$ cat config.mk
export PLATFORM = sky130hd
export DESIGN_NAME = irq_dispatch
export DESIGN_NICKNAME = d
export VERILOG_FILES = /design/src/rtl/irqd_pkg.sv /design/src/rtl/irqd_prio.sv /design/src/rtl/irqd_decode.sv /design/src/rtl/irq_dispatch.sv
export SDC_FILE = /design/constraint.sdc
export NUM_CORES = 1
export LEC_CHECK = 0
export ABC_AREA = 1
export BUFFER_PORTS_ARGS = -buffer_cell sky130_fd_sc_hd__buf_2
export CAP_MARGIN = 5
export CORE_UTILIZATION = 35
export CTS_CLUSTER_DIAMETER = 30
export CTS_CLUSTER_SIZE = 28
export DETAILED_ROUTE_END_ITERATION = 10
export GPL_ROUTABILITY_DRIVEN = 0
export PLACE_DENSITY = 0.75
export SYNTH_ARGS = -nofsm -noshare
export SYNTH_HDL_FRONTEND = slang
export SYNTH_SLANG_ARGS = --single-unit
$ cat constraint.sdc
create_clock -name clk -period 1.25 [get_ports clk]
set_input_delay 0.25 -clock clk [delete_from_list [all_inputs] [get_ports clk]]
set_output_delay 0.25 -clock clk [all_outputs]
set_load 0.05 [all_outputs]
$ cat src/rtl/irqd_pkg.sv
package irqd_pkg;
  localparam int NSRC = 7;
  localparam int B_POLL = 0;
  localparam int B_SIPI = 1;
  localparam int B_SMI  = 2;
  localparam int B_NMI  = 3;
  localparam int B_MCE  = 4;
  localparam int B_EXT  = 5;
  localparam int B_VIRT = 6;

  typedef enum logic [1:0] {ST_IDLE, ST_ICPT, ST_ACK} st_t;
  typedef enum logic [1:0] {VS_NMI, VS_MCE, VS_ACK, VS_VIRT} vsel_t;

  typedef struct packed {
    logic            need_icpt;
    logic            need_ack;
    logic [NSRC-1:0] clr;
    logic            nmi_set;
    logic            virq_clr;
    logic            poll;
    logic            sipi;
    logic            smm;
    logic            dlv;
    logic            hw;
    vsel_t           vsel;
  } act_t;
endpackage

$ cat src/rtl/irqd_prio.sv
module irqd_prio #(
  parameter int N = 7
) (
  input  logic [N-1:0] req,
  output logic [N-1:0] grant
);
  logic [N:0] seen;
  assign seen[0] = 1'b0;
  for (genvar i = 0; i < N; i++) begin : g_pick
    assign seen[i+1] = seen[i] | req[i];
    assign grant[i]  = req[i] & ~seen[i];
  end
endmodule

$ cat src/rtl/irqd_decode.sv
module irqd_decode
  import irqd_pkg::*;
#(
  parameter int          CODE_W    = 12,
  parameter logic [11:0] CODE_SMI  = 12'h062,
  parameter logic [11:0] CODE_NMI  = 12'h061,
  parameter logic [11:0] CODE_INTR = 12'h060,
  parameter logic [11:0] CODE_VINT = 12'h064
) (
  input  logic [NSRC-1:0]   grant,
  output act_t              act,
  output logic [CODE_W-1:0] code
);
  always_comb begin
    act  = '0;
    code = '0;
    act.vsel = VS_NMI;
    if (grant[B_POLL]) begin
      act.clr[B_POLL] = 1'b1;
      act.poll        = 1'b1;
    end else if (grant[B_SIPI]) begin
      act.sipi = 1'b1;
    end else if (grant[B_SMI]) begin
      act.need_icpt  = 1'b1;
      code           = CODE_W'(CODE_SMI);
      act.clr[B_SMI] = 1'b1;
      act.smm        = 1'b1;
    end else if (grant[B_NMI]) begin
      act.need_icpt  = 1'b1;
      code           = CODE_W'(CODE_NMI);
      act.clr[B_NMI] = 1'b1;
      act.nmi_set    = 1'b1;
      act.dlv        = 1'b1;
      act.hw         = 1'b1;
      act.vsel       = VS_NMI;
    end else if (grant[B_MCE]) begin
      act.clr[B_MCE] = 1'b1;
      act.dlv        = 1'b1;
      act.vsel       = VS_MCE;
    end else if (grant[B_EXT]) begin
      act.need_icpt   = 1'b1;
      act.need_ack    = 1'b1;
      code            = CODE_W'(CODE_INTR);
      act.clr[B_EXT]  = 1'b1;
      act.clr[B_VIRT] = 1'b1;
      act.dlv         = 1'b1;
      act.hw          = 1'b1;
      act.vsel        = VS_ACK;
    end else if (grant[B_VIRT]) begin
      act.need_icpt   = 1'b1;
      code            = CODE_W'(CODE_VINT);
      act.clr[B_VIRT] = 1'b1;
      act.virq_clr    = 1'b1;
      act.dlv         = 1'b1;
      act.hw          = 1'b1;
      act.vsel        = VS_VIRT;
    end
  end
endmodule

$ cat src/rtl/irq_dispatch.sv
module irq_dispatch
  import irqd_pkg::*;
#(
  parameter int          VEC_W     = 8,
  parameter int          CODE_W    = 12,
  parameter logic [11:0] CODE_SMI  = 12'h062,
  parameter logic [11:0] CODE_NMI  = 12'h061,
  parameter logic [11:0] CODE_INTR = 12'h060,
  parameter logic [11:0] CODE_VINT = 12'h064,
  parameter int          NMI_VEC   = 2,
  parameter int          MCE_VEC   = 18
) (
  input  logic              clk,
  input  logic              rst,
  input  logic              start,
  input  logic [6:0]        pend,
  output logic              icpt_req,
  output logic [CODE_W-1:0] icpt_code,
  input  logic              icpt_done,
  input  logic              icpt_exit,
  output logic              ack_req,
  input  logic              ack_done,
  input  logic [VEC_W-1:0]  ack_vector,
  input  logic [VEC_W-1:0]  virt_vector,
  output logic              done,
  output logic              serviced,
  output logic              aborted,
  output logic [6:0]        clr_mask,
  output logic              nmi_blk_set,
  output logic              virq_ctl_clr,
  output logic              poll_cmd,
  output logic              sipi_cmd,
  output logic              smm_cmd,
  output logic              dlv_valid,
  output logic [VEC_W-1:0]  dlv_vector,
  output logic              dlv_hw
);
  localparam logic [VEC_W-1:0] NMI_V = VEC_W'(NMI_VEC);
  localparam logic [VEC_W-1:0] MCE_V = VEC_W'(MCE_VEC);

  logic [NSRC-1:0]   grant;
  act_t              act_d, act_q, fin_act;
  logic [CODE_W-1:0] code_d;
  st_t               st_q, st_d;
  logic              fin, fin_none, fin_abort;
  logic [VEC_W-1:0]  fin_vec;

  irqd_prio #(.N(NSRC)) u_prio (.req(pend), .grant(grant));

  irqd_decode #(
    .CODE_W(CODE_W), .CODE_SMI(CODE_SMI), .CODE_NMI(CODE_NMI),
    .CODE_INTR(CODE_INTR), .CODE_VINT(CODE_VINT)
  ) u_dec (.grant(grant), .act(act_d), .code(code_d));

  always_comb begin
    st_d      = st_q;
    fin       = 1'b0;
    fin_none  = 1'b0;
    fin_abort = 1'b0;
    fin_act   = act_q;
    case (st_q)
      ST_IDLE: begin
        fin_act = act_d;
        if (start) begin
          if (pend == '0) begin
            fin      = 1'b1;
            fin_none = 1'b1;
          end else if (act_d.need_icpt) begin
            st_d = ST_ICPT;
          end else begin
            fin = 1'b1;
          end
        end
      end
      ST_ICPT: begin
        if (icpt_done) begin
          if (icpt_exit) begin
            fin       = 1'b1;
            fin_abort = 1'b1;
            st_d      = ST_IDLE;
          end else if (act_q.need_ack) begin
            st_d = ST_ACK;
          end else begin
            fin  = 1'b1;
            st_d = ST_IDLE;
          end
        end
      end
      ST_ACK: begin
        if (ack_done) begin
          fin  = 1'b1;
          st_d = ST_IDLE;
        end
      end
      default: st_d = ST_IDLE;
    endcase
  end

  always_comb begin
    case (fin_act.vsel)
      VS_NMI:  fin_vec = NMI_V;
      VS_MCE:  fin_vec = MCE_V;
      VS_ACK:  fin_vec = ack_vector;
      default: fin_vec = virt_vector;
    endcase
  end

  always_ff @(posedge clk) begin
    if (rst) begin
      st_q      <= ST_IDLE;
      act_q     <= '0;
      icpt_code <= '0;
    end else begin
      st_q <= st_d;
      if (st_q == ST_IDLE && start) begin
        act_q     <= act_d;
        icpt_code <= code_d;
      end
    end
  end

  assign icpt_req = (st_q == ST_ICPT);
  assign ack_req  = (st_q == ST_ACK);

  logic go;
  assign go = fin & ~fin_none & ~fin_abort;

  always_ff @(posedge clk) begin
    if (rst) begin
      done         <= 1'b0;
      serviced     <= 1'b0;
      aborted      <= 1'b0;
      clr_mask     <= '0;
      nmi_blk_set  <= 1'b0;
      virq_ctl_clr <= 1'b0;
      poll_cmd     <= 1'b0;
      sipi_cmd     <= 1'b0;
      smm_cmd      <= 1'b0;
      dlv_valid    <= 1'b0;
      dlv_vector   <= '0;
      dlv_hw       <= 1'b0;
    end else begin
      done         <= fin;
      serviced     <= go;
      aborted      <= fin & fin_abort;
      clr_mask     <= go ? fin_act.clr : '0;
      nmi_blk_set  <= go & fin_act.nmi_set;
      virq_ctl_clr <= go & fin_act.virq_clr;
      poll_cmd     <= go & fin_act.poll;
      sipi_cmd     <= go & fin_act.sipi;
      smm_cmd      <= go & fin_act.smm;
      dlv_valid    <= go & fin_act.dlv;
      dlv_vector   <= (go & fin_act.dlv) ? fin_vec : '0;
      dlv_hw       <= go & fin_act.dlv & fin_act.hw;
    end
  end


  empty_call_chk: assert property (@(posedge clk) disable iff (rst)
    (start && !icpt_req && !ack_req && pend == '0) |=>
      (done && !serviced && clr_mask == '0 && !dlv_valid));


  single_cmd_chk: assert property (@(posedge clk) disable iff (rst)
    $onehot0({poll_cmd, sipi_cmd, smm_cmd, dlv_valid}));


  nmi_vec_chk: assert property (@(posedge clk) disable iff (rst)
    nmi_blk_set |-> (dlv_valid && dlv_hw && dlv_vector == NMI_V));


  ack_deliver_chk: assert property (@(posedge clk) disable iff (rst)
    (ack_req && ack_done) |=>
      (done && dlv_valid && dlv_hw && dlv_vector == $past(ack_vector)));


  abort_chk: assert property (@(posedge clk) disable iff (rst)
    (icpt_req && icpt_done && icpt_exit) |=>
      (done && aborted && !serviced && clr_mask == '0 && !ack_req));


  hs_excl_chk: assert property (@(posedge clk) disable iff (rst)
    !(icpt_req && ack_req));


  icpt_hold_chk: assert property (@(posedge clk) disable iff (rst)
    (icpt_req && !icpt_done) |=> (icpt_req && $stable(icpt_code)));


  done_pulse_chk: assert property (@(posedge clk) disable iff (rst)
    done |=> !done);
endmodule

Word level (Yosys, flattened, before mapping)
Cells that the tools add are included.
{ "word_totals": {"out_inout_bits": 39, "memories": 0, "latchBits": 0, "ff_bits": 54, "ramBits": 0, "wordCells": 132, "mem_bits_ro": 0} }
{ "op_classes": {"n_reduce_logical": 7, "n_shift": 0, "mux": 61, "n_mul": 0, "bitwise": 31, "magnitude_cmp": 0, "addsub": 0, "n_eq_ne": 9, "div": 0} }
{ "op_table": {"columns": ["op", "count"], "rows": [
  ["12-bit 2-to-1 mux", 5],
  ["1-bit 2-to-1 mux", 28],
  ["7-bit 2-to-1 mux", 4],
  ["4-bit 2-to-1 mux", 6],
  ["8-bit case mux with 3 select lines", 1],
  ["2-bit 2-to-1 mux", 11],
  ["1-bit AND", 16],
  ["16-bit 2-to-1 mux", 1],
  ["5-bit 2-to-1 mux", 2],
  ["1-bit inverter", 10],
  ["7-bit zero test", 1],
  ["6-bit 2-to-1 mux", 1],
  ["2-bit inequality test, second input constant", 3],
  ["2-bit case mux with 3 select lines", 1],
  ["1-bit OR", 5],
  ["5-bit AND reduction", 1],
  ["2-bit by 1-bit == test with 1-bit output, second input constant", 2],
  ["2-bit == test, second input constant", 2],
  ["2-bit zero test", 2],
  ["2-bit by 1-bit inequality test with 1-bit output, second input constant", 2],
  ["2-bit OR reduction", 2],
  ["1-bit case mux with 3 select lines", 1],
  ["1-bit logical AND", 1]
]} }

Depth between registers and ports, before layout
Gate-level depths: netlist of run 1.
{ "logic_depth": {"ltp_word": 23, "ltp_mapped": 10} }

By module
From an unflattened synthesis of run 1, not the netlist that was laid out.
{ "hier_totals": {"cells_unflattened": 365, "area_unflattened_um2": 2587.5} }
{ "modules_own_cells": {"columns": ["module", "cells_each", "n_inst", "area_each_um2"], "rows": [
  ["irq_dispatch", 304, 1, 2247.2],
  ["irqd_decode", 45, 1, 257.7],
  ["irqd_prio", 16, 1, 82.6]
]} }

Least setup slack after synthesis of run 1
OpenSTA, ideal clock, no wires.
{ "synth_path": {"kind": "register to register", "startpoint": "register st_q[1]", "endpoint": "register sipi_cmd", "period_less_slack_ns": 1.977, "path_buffers": 1, "slack_ns": -0.727, "t_required_ns": 1.184, "t_arrival_ns": 1.911, "setup_ns": 0.066, "stages_incl_launch_ff": 8, "cell_sequence": "dfxtp_1 inv_1 nor2_1 a22oi_1 nand2_2 nand2_2 buf_6 a21oi_2"} }
{ "synth_via": {"word_cells_on_any_way": 12, "classes_between": "eq/ne (2); mux (4); bitwise (5); reduce/logical (1)"} }
{ "synth_lines": {"columns": ["item", "line_no", "source"], "rows": [
  ["start, declared", "irq_dispatch.sv:44", "st_t st_q, st_d;"],
  ["start signal, assigned", "irq_dispatch.sv:114", "st_q <= st_d;"],
  ["2-bit == test", null, null],
  ["net ack_req", "irq_dispatch.sv:21", "output logic ack_req,"],
  ["1-bit case mux with 3 select lines", "irq_dispatch.sv:61", "case (st_q)"],
  ["1-bit AND (2 in series)", "irq_dispatch.sv:126", "assign go = fin & ~fin_none & ~fin_abort;"],
  ["1-bit AND", "irq_dispatch.sv:150", "sipi_cmd <= go & fin_act.sipi;"],
  ["end signal, assigned", "irq_dispatch.sv:150", null],
  ["end, declared", "irq_dispatch.sv:32", "output logic sipi_cmd,"]
]} }
The timed path passes the listed nets, and every way through them passes these cells.
A chain may end at the register's enable or synchronous reset.

Worst setup path after layout of run 1
{ "layout_path": {"startpoint": "register st_q[1]", "endpoint": "register dlv_vector[0]"} }
{ "layout_via": {"elab_chain_cells": 8, "word_cells_on_any_way": 18, "classes_between": "eq/ne (4); mux (5); bitwise (6); reduce/logical (3)"} }
{ "layout_rtl": {"columns": ["item", "line_no", "source"], "rows": [
  ["branches (longest 8 deep; another with 1-bit case mux with 3 select lines)", null, null],
  ["end signal, assigned", "irq_dispatch.sv:153", "dlv_vector <= (go & fin_act.dlv) ? fin_vec : '0;"],
  ["end, declared", "irq_dispatch.sv:35", "output logic [VEC_W-1:0] dlv_vector,"]
]} }
Several ways; the timed one is not identified.

==> metrics, run 1 <==
First-pass DRT Iterations 4; Most used DFF post-synth dfxtp_1; Pwr per Cell Area 1027 nW/um^2; Syn Inst Count about 220; Crit Path Max Fanout 5; chip height 72.62 um; run status finished with violations; cts hold-fix bufs 0; Worst Hold Class primary input to flip-flop; most common cell in the synthesized netlist dfxtp_1; area grow syn2layout 53.98%; clk_lat worst skew 300 ps; worst path arrival time about 1600 ps; initial drt markers 73; post-route ant nets 0; Post-Layout Cell Count 384; Clock Path Buffers 2; asr flop ratio synth 0%; Final period util 111.8%; Die W approximately 73 um; Crit-path slowest cell dfxtp_4; Critical Path RT ~1500 ps; crit start category flip-flop; drt wl/cell between 10 and 15 um; cell family with most CP delay simple AND/OR/NAND/NOR gates; CP peak stage delay approximately 370 ps; Max Slew Vio Count 0; largest net degree at the start of global routing 16; io pins just under 70; setup TNS -2289 ps; GRT Total Usage between 10% and 20%; first-pass GRT wire length roughly 7600 um; leakage between 1 and 1.5 nW; placed cells 364; register area share after synthesis roughly 45%; DRC errors left 0; post-synth top area cell dfxtp_1; Final WS setup -147.2 ps; post-synthesis cell type count 32; MaxCap Viol Count 0; DIE AREA around 5300 um^2; CP cell instances nor2_8 -> nand2_8 -> nor2_4 -> nand3_2 -> nand2_4 -> nand3_4 -> a21oi_1; WL final ~4800 um; yosys warns 0; clock root cell clkbuf_8; TritonCTS clock tree yes; Buf/Inv on CP 0; initial antenna violation count 0; port bufs about 60; Commonest cells post-synth dfxtp_1 (39), nand2_1 (34), inv_1 (22), nor2_1 (22), a21oi_1 (20); # diodes 0; Reg clk slew, reported paths 80 ps; Setup-failing EPs final 27; failing checks negative setup slack; post-detail-place hpwl ~3100 um; Pwr Total between 2 and 3 mW; minimum clock period ~1400 ps; fmax around 0.7 GHz; # H-tree levels 2; maximum vdd drop roughly 440 uV; share of post-route cells with drive strength above 1 between 40% and 50%; Initial Util between 30% and 40%; vias in the first global route about 1,700; Synth area leaders dfxtp_1 (45%), nand2_1 (7.3%), a21oi_1 (5.7%), buf_4 (5.6%), inv_1 (4.7%); Rows 25; kind of critical path flip-flop to flip-flop; Worst Setup End Kind flip-flop; global route overflow 0; Inserted Clock Buffers 5; via count about 1,800; top-area cell type share of the netlist area around 45%; RSZ-0062 raised after global routing true; fin area around 2700 um^2; Sink Count 39; final net count about 350; clock skew just over 9 ps; EDFF count, synth 0; placed cell areas 2281 um^2; FF+latch count, synth 39; synthesized area roughly 1700 um^2; Core Box Area between 4000 and 5000 um^2; Via-to-Cell Ratio around 4.7; Fin. Hold Viols 0; Mapped Avg Cell Area approximately 7.9 um^2
metrics by stage:
stage | hold WS (ps) | worst slack (ps) | util, %
2_1_floorplan | 393.4 | -74.18 | -
3_3_place_gp | 455.9 | -190.2 | 47.97
3_5_place_dp | 457.5 | -226.3 | 47.97
4_1_cts | 224.8 | -138.1 | 55.45
5_1_grt | 224.5 | -197.8 | 56.53
6_report | 214.8 | -147.2 | 56.53
registers in the layout (all words and copies together) (netlist names):
signal / count
virq_ctl_clr: 1
aborted: 1
dlv_valid: 1
nmi_blk_set: 1
done: 1
serviced: 1
dlv_hw: 1
sipi_cmd: 1
clr_mask: 6
act_q: 11
dlv_vector: 8
smm_cmd: 1
poll_cmd: 1
st_q: 2
icpt_code: 2
logic make-up (layout without fill, tap and decap cells):
family	Yosys count	after routing	share of synthesized area, %
DFF	39	39	44.73
other	1	8	0.2148
buffers and inverters	42	128	12.47
and+or+nand+nor	98	101	29.53
AOI/OAI and AO/OA	41	41	13.05
power breakdown:
| group | total [mW] | switching (mW) | leakage [nW] | internal (mW) |
|---|---|---|---|---|
| clock | 0.869 | 0.436 | 0.0470 | 0.433 |
| sequential | 1.30 | 0.0201 | 0.319 | 1.28 |
| combinational | 0.591 | 0.383 | 0.940 | 0.209 |
| total | 2.76 | 0.839 | 1.31 | 1.92 |
worst paths after layout:
check | from | endpoint | slack [ps] | depth (start not counted)
max | st_q[1]$_SDFFE_PP0P_ | dlv_vector[0]$_SDFF_PP0_ | -150 | 7
min | rst | st_q[1]$_SDFFE_PP0P_ | 210 | 2
max reg2reg | st_q[1]$_SDFFE_PP0P_ | dlv_vector[0]$_SDFF_PP0_ | -150 | 7
min reg2reg | act_q[15]$_SDFFE_PP0P_ | act_q[15]$_SDFFE_PP0P_ | 470 | 2
placed cells by master (no fill, tap or decap), drive strengths merged:
cell type,instances
a21oi,21
a221oi,1
a22oi,1
buf,96
clkbuf,6
clkinv,1
clkinvlp,1
conb,8
dfxtp,39
inv,24
nand2,41
nand3,16
nand3b,1
nand4,7
nor2,31
nor3,4
o211ai,2
o21ai,15
o31ai,1
or2,1
final cells by class:
type | instances | area [um^2]
Sequential cell | 39 | 788.3
Fill cell | 436 | 2067
Multi-Input combinational cell | 150 | 964.7
Clock inverter | 1 | 5.005
Inverter | 25 | 105.1
Timing Repair Buffer | 96 | 658.1
Clock buffer | 6 | 82.58
Tap cell | 67 | 83.83
timing repair:
action | CTS | global route
gates resized for setup | 37 | 11
endpoints found under the setup margin | 25 | 30
pin swaps | 11 | 5
cloned | 3 | 0
buffers inserted | 9 | 2
per-layer routing:
layer | track usage [%] | wire length (um) | up-vias
li1 | - | - | 896
met1 | 21.89 | 2025 | 868
met2 | 31.98 | 2497 | 51
met3 | 4.972 | 205 | 7
met4 | 9.586 | 70 | 0
met5 | 0 | 0 | -
worst reg2reg max path, stage by stage (launching register included):
cell and delay, ps:
dfxtp_4 370, nor2_8 170, nand2_8 80, nor2_4 100, nand3_2 110, nand2_4 190
nand3_4 150, a21oi_1 150
Note: power is estimated with default switching activity, not from simulation.
==> run 2: changes to the inputs <==
--- a/config.mk
+++ b/config.mk
@@ -13,7 +13,6 @@
 export CTS_CLUSTER_SIZE = 28
 export DETAILED_ROUTE_END_ITERATION = 10
 export GPL_ROUTABILITY_DRIVEN = 0
-export PLACE_DENSITY = 0.75
 export SYNTH_ARGS = -nofsm -noshare
 export SYNTH_HDL_FRONTEND = slang
 export SYNTH_SLANG_ARGS = --single-unit
==> run 2 against run 1 <==
  * The flow still finishes with violations (negative setup slack)
  * Sequential power barely moved
  * Die area did not move
  * Via count fell by 4.5%
  * Flip-flop and latch count did not move
  * First-iteration DRC count fell by 44%
  * Critical path depth fell by 2
  * Non-clock buffer count fell by 1
  * Clock power fell by 4.6%
  * Count of clock-buffer cells in the layout rose by 1
  * Final cell count fell by 0.26%
  * Final area fell by 1.0%
  * Largest power group unchanged
==> metrics, run 2 (synthesized netlist as in run 1, its figures left out) <==
run status finished with violations; failing checks negative setup slack; clk_lat worst skew 290 ps; placed cells 369; GRT Total Usage 17.95%; Die W between 70 and 80 um; cells on worst reg2reg path 8; FF-to-FF Start st_q[1]$_SDFFE_PP0P_; max reg flops 11; Reg clk slew, reported paths approximately 90 ps; Clock Path Buffers 2; maximum vdd drop approximately 440 uV; # diodes 0; DIE AREA around 5300 um^2; Pwr per Cell Area 1010 nW/um^2; drt wl/cell ~12 um; post-detail-place hpwl around 3100 um; Setup-failing EPs final 24; Max Slew Vio Count 0; WHS approximately 180 ps; Initial Util a little under two fifths; Critical Path RT 1000 ps; Core Box Area roughly 4800 um^2; TritonCTS clock tree yes; hold depth 2; Switch Pwr around 0.82 mW; Clock power frac 30.9%; met3 routed WL ~180 um; most frequent cells in the layout buf_2 (57), dfxtp_1 (37), nand2_1 (27), buf_4 (23), inv_1 (18); WL final 4595 um; initial drt markers between 40 and 50; Sink Count 39; Rows 25; largest net degree at the start of global routing 16; cts hold-fix bufs 0; Worst R2R End smm_cmd$_SDFF_PP0_; Worst Setup End Kind output pin; RSZ-0062 raised after global routing true; Layout fillers around 460; First-pass DRT Iterations 4; Inserted Clock Buffers 5; via count roughly 1,700; # H-tree levels 2; MaxCap Viol Count 0; Comb pwr share 20.8%; Fin. Hold Viols 0; Largest regs act_q x11, dlv_vector x8, clr_mask x6; Sequential Power Share approximately 48%; commonest non-fill, non-tap cell in the layout buf_2; worst path arrival time 1200 ps; share of post-route cells with drive strength above 1 between 40 and 50%; io pins 68; global route overflow 0; DRC errors left 0; crit start category flip-flop; port bufs around 60; Crit Path Max Fanout 2; minimum clock period roughly 1400 ps; hold worst-path end done$_SDFF_PP0_; final net count around 340; clock skew ~16 ps; Pint around 1.9 mW; Via-to-Cell Ratio 4.543; leakage around 1.3 nW; first-pass GRT wire length 7224 um; Post-Layout Cell Count roughly 380; Final period util 115.8%; DR WL met2 roughly 2400 um; fmax a little under 0.7 GHz; highest metal used met4; initial antenna violation count 0; post-route ant nets 0; Switching Share 30.57%; Biggest register act_q; kind of critical path flip-flop to output pin; Final WS setup -197.2 ps; clock root cell clkbuf_8; hold path start rst; vias in the first global route 1,602; M1 wire length about 2000 um; flop-to-flop setup slack -170 ps; Worst Hold Class primary input to flip-flop; chip height 72.62 um; area grow syn2layout 52.40%
## run 2: layout make-up
class,count,area (um^2),area share [%]
Multi-Input combinational cell,149,934.6,35.14
Sequential cell,39,788.3,29.63
Timing Repair Buffer,95,661.9,24.88
Inverter,25,110.1,4.139
Tap cell,67,83.83,3.151
Clock buffer,7,76.32,2.869
Clock inverter,1,5.005,0.1881
## run 2: power by group through the flow
stage | Clock [mW] | Combinational, mW | Sequential (mW)
finish | 0.829 | 0.560 | 1.30
global route | 0.899 | 0.600 | 1.30
CTS | 0.845 | 0.526 | 1.30
detailed placement | 0 | 0.490 | 1.33
global placement | 0 | 0.488 | 1.33
floorplan | 0 | 0.278 | 1.39
## run 2: worst max-delay path by stage
stage / depth (start not counted) / to / slack (ps) / from
detailed placement: 10 / nmi_blk_set$_SDFF_PP0_ / -190 / pend[0]
floorplan: 7 / sipi_cmd$_SDFF_PP0_ / -70 / st_q[1]$_SDFFE_PP0P_
CTS: 5 / ack_req / -160 / st_q[1]$_SDFFE_PP0P_
finish: 5 / icpt_req / -200 / st_q[1]$_SDFFE_PP0P_
global route: 5 / icpt_req / -240 / st_q[1]$_SDFFE_PP0P_
global placement: 10 / poll_cmd$_SDFF_PP0_ / -200 / pend[0]
## run 2: timing repair
item | 4_1_cts | 5_1_grt
endpoints found under the hold margin | 0 | 0
cloned | 2 | 1
endpoints found under the setup margin | 25 | 32
pin swaps | 10 | 7
setup buffers | 2 | 3
gates resized for setup | 29 | 26
## run 2: worst max-delay path: stages, from the launching register on
cell,delay [ps]
dfxtp_4,400
inv_4,40
nand2_1,80
buf_4,140
clkinvlp_4,90
buf_6,160
## run 2: metal layers
metal	GRT usage (%)	vias up
met5	0	-
met4	5.664	0
met3	3.729	7
met2	30.74	48
met1	22.58	793
li1	-	892
## run 2: through the flow
step           util, %  setup WS [ps]  power [mW]  instance area [um^2]  setup TNS, ps
2_1_floorplan        -         -74.18       1.666                  1795         -569.3
3_3_place_gp     48.76         -198.0       1.815                  2318          -3997
3_5_place_dp     48.76         -192.2       1.817                  2318          -4271
4_1_cts          53.63         -159.1       2.668                  2550          -2558
5_1_grt          55.95         -240.8       2.801                  2660          -4512
6_report         55.95         -197.2       2.686                  2660          -2958
==> run 3: changes to the inputs <==
--- a/config.mk
+++ b/config.mk
@@ -5,7 +5,6 @@
 export SDC_FILE = /design/constraint.sdc
 export NUM_CORES = 1
 export LEC_CHECK = 0
-export ABC_AREA = 1
 export BUFFER_PORTS_ARGS = -buffer_cell sky130_fd_sc_hd__buf_2
 export CAP_MARGIN = 5
 export CORE_UTILIZATION = 35
@@ -13,6 +12,7 @@
 export CTS_CLUSTER_SIZE = 28
 export DETAILED_ROUTE_END_ITERATION = 10
 export GPL_ROUTABILITY_DRIVEN = 0
+export REMOVE_ABC_BUFFERS = 1
 export SYNTH_ARGS = -nofsm -noshare
 export SYNTH_HDL_FRONTEND = slang
 export SYNTH_SLANG_ARGS = --single-unit
==> run 3 against run 2 <==
  * The flow still finishes with violations (negative setup slack)
  * Worst hold slack better by 43 ps
  * Clock power grew 27%
  * Final cell count shrank 2.3%
  * Combinational power is 0.7% higher
  * Total power grew 7.6%
  * Clock skew shrank 10 ps
  * Wire length up 11%
  * Sequential share of layout area fell by 2.1 points
==> metrics, run 3 <==
Clock power frac 36.5%; top-area cell type share of the netlist area between 40% and 50%; Layout fillers around 460; vias in the first global route around 1,700; port bufs a little under 60; post-detail-place hpwl about 3500 um; Sequential Power Share between 40% and 50%; FF+latch count, synth 39; Die W about 74 um; Switch Pwr slightly above 0.8 mW; DRC errors left 0; Final WS setup -446.8 ps; yosys warns 0; Pwr per Cell Area around 1000 nW/um^2; most frequent cells in the layout buf_2 (57), buf_4 (43), dfxtp_1 (37), nand2_1 (19), a21oi_1 (18); area grow syn2layout 56.52%; Inserted Clock Buffers 5; Worst Setup End Kind flip-flop; cell family with most CP delay compound AO/OA/AOI/OAI gates; Commonest cells post-synth dfxtp_1 (39), nand2_1 (21), a21oi_1 (19); setup TNS -11,050 ps; chip height 74.20 um; leakage roughly 1.2 nW; hold path start virt_vector[1]; Pint 2.074 mW; Switching Share between 20 and 30%; Syn Inst Count 210; minimum clock period roughly 1700 ps; fmax 0.5893 GHz; share of post-route cells with drive strength above 1 between 50% and 60%; Fin. Hold Viols 0; max reg flops 11; maximum vdd drop around 470 uV; initial antenna violation count 0; # diodes 0; Mapped Avg Cell Area ~8.7 um^2; global route overflow 0; most common cell in the synthesized netlist dfxtp_1; initial drt markers 45; hold worst-path end dlv_vector[1]$_SDFF_PP0_; Most used DFF post-synth dfxtp_1; Worst Hold Class primary input to flip-flop; WL final 5088 um; Post-Place Worst Slack -691.2 ps; commonest non-fill, non-tap cell in the layout buf_2; Synth area leaders dfxtp_1 (43%), buf_4 (5.3%), a21oi_1 (5.2%), nor3_1 (4.4%), nand2_1 (4.3%); critical path depth 4; Crit-path slowest cell o41a_4; CP peak stage delay about 540 ps; Worst R2R End dlv_vector[2]$_SDFF_PP0_; Comb pwr share just under 20%; Core Box Area 4880 um^2; Max Slew Vio Count 0; Largest regs act_q x11, dlv_vector x8, clr_mask x6; FF-to-FF Start st_q[0]$_SDFFE_PP0P_; Buf/Inv on CP 1; GRT Total Usage a little under a fifth; placed cells approximately 360; Critical Path RT ~1500 ps; clock skew between 5 and 6 ps; clk_lat worst skew around 300 ps; io pins between 60 and 70; register area share after synthesis a little over two fifths; failing checks negative setup slack; asr flop ratio synth 0%; first-pass GRT wire length between 7000 and 8000 um; drt wl/cell 13.60 um; WHS roughly 220 ps; Clock Path Buffers 2; Post-Layout Cell Count 374; TritonCTS clock tree yes; Via-to-Cell Ratio 4.939; Reg clk slew, reported paths about 80 ps; First-pass DRT Iterations 4; Sink Count 39; run status finished with violations; flop-to-flop setup slack -450 ps; synthesized area approximately 1800 um^2; cts hold-fix bufs 0; largest net degree at the start of global routing 18; Crit Path Max Fanout 7; Biggest register act_q; clock root cell clkbuf_8; CP cell instances or2_2 -> o41a_4 -> buf_4 -> a2111oi_4; kind of critical path flip-flop to flip-flop; MaxCap Viol Count 0; EDFF count, synth 0; # H-tree levels 2; crit start category flip-flop; final net count around 340; post-synth top area cell dfxtp_1; DIE AREA 5505 um^2; via count roughly 1,800; hold depth 3; RSZ-0062 raised after global routing true; post-route ant nets 0; cells on worst reg2reg path 4; post-synthesis cell type count slightly below 50; worst path arrival time about 1900 ps; Setup-failing EPs final 39; Initial Util a little under two fifths; Rows 25; Final period util 135.7%
-- run 3: repair_timing --
item | CTS | global route
pin swaps | 3 | 3
setup endpoints to repair | 39 | 40
gates resized for setup | 33 | 25
setup buffers | 4 | 3
-- run 3: tightest hold or removal path, stage by stage --
cell	delay (ps)
buf_2	100
o21ai_2	40
a311oi_1	80
-- run 3: worst max path at each step --
stage / from / end / slack, ps
after global placement: pend[0] / dlv_vector[0]$_SDFF_PP0_ / -640
after CTS: st_q[1]$_SDFFE_PP0P_ / dlv_vector[7]$_SDFF_PP0_ / -440
after global routing: st_q[1]$_SDFFE_PP0P_ / dlv_vector[3]$_SDFF_PP0_ / -520
after detailed placement: pend[0] / dlv_vector[0]$_SDFF_PP0_ / -690
final: st_q[0]$_SDFFE_PP0P_ / dlv_vector[2]$_SDFF_PP0_ / -450
after floorplan: st_q[1]$_SDFFE_PP0P_ / clr_mask[0]$_SDFF_PP0_ / -1630
-- run 3: kinds of logic (layout without fill, tap and decap cells) --
kind of cell / Yosys count / count (layout) / synth area share (%)
and+or+nand+nor: 82 / 82 / 23.87
AOI/OAI and AO/OA: 52 / 52 / 20.51
DFF: 39 / 39 / 42.80
buffers and inverters: 32 / 122 / 10.42
muxes: 4 / 4 / 2.195
other: 1 / 8 / 0.2056
-- run 3: power by group through the flow --
stage          combinational, mW  sequential (mW)  clock, mW
6_report                   0.564             1.27       1.05
3_5_place_dp               0.473             1.30          0
4_1_cts                    0.525             1.27       1.08
5_1_grt                    0.603             1.27       1.12
3_3_place_gp               0.469             1.30          0
2_1_floorplan              0.182             1.36          0
-- run 3: per-layer routing --
| layer | global-route usage, % | vias up | share of wire (%) |
|---|---|---|---|
| met5 | 0 | - | 0 |
| li1 | - | 921 | - |
| met1 | 23.96 | 855 | 45 |
| met4 | 8.333 | 0 | 0.96 |
| met3 | 4.065 | 5 | 5.3 |
| met2 | 30.91 | 66 | 49 |
-- run 3: final cells by class --
type | count | area, um^2 | area share [%]
flip-flops and latches | 39 | 785.8 | 27.52
clock inverters | 3 | 43.79 | 1.534
clock buffers | 5 | 68.82 | 2.410
multi-input cells | 146 | 1107 | 38.78
inverters | 4 | 15.01 | 0.5259
repair buffers | 110 | 750.7 | 26.29
well taps | 67 | 83.83 | 2.936
-- run 3: metrics by stage --
| stage | util (%) | area [um^2] | power, mW |
|---|---|---|---|
| after floorplan | - | 1675 | 1.543 |
| after global placement | 49.51 | 2416 | 1.770 |
| after detailed placement | 49.51 | 2416 | 1.774 |
| after CTS | 55.44 | 2705 | 2.879 |
| after global routing | 58.51 | 2855 | 3.000 |
| final | 58.51 | 2855 | 2.890 |
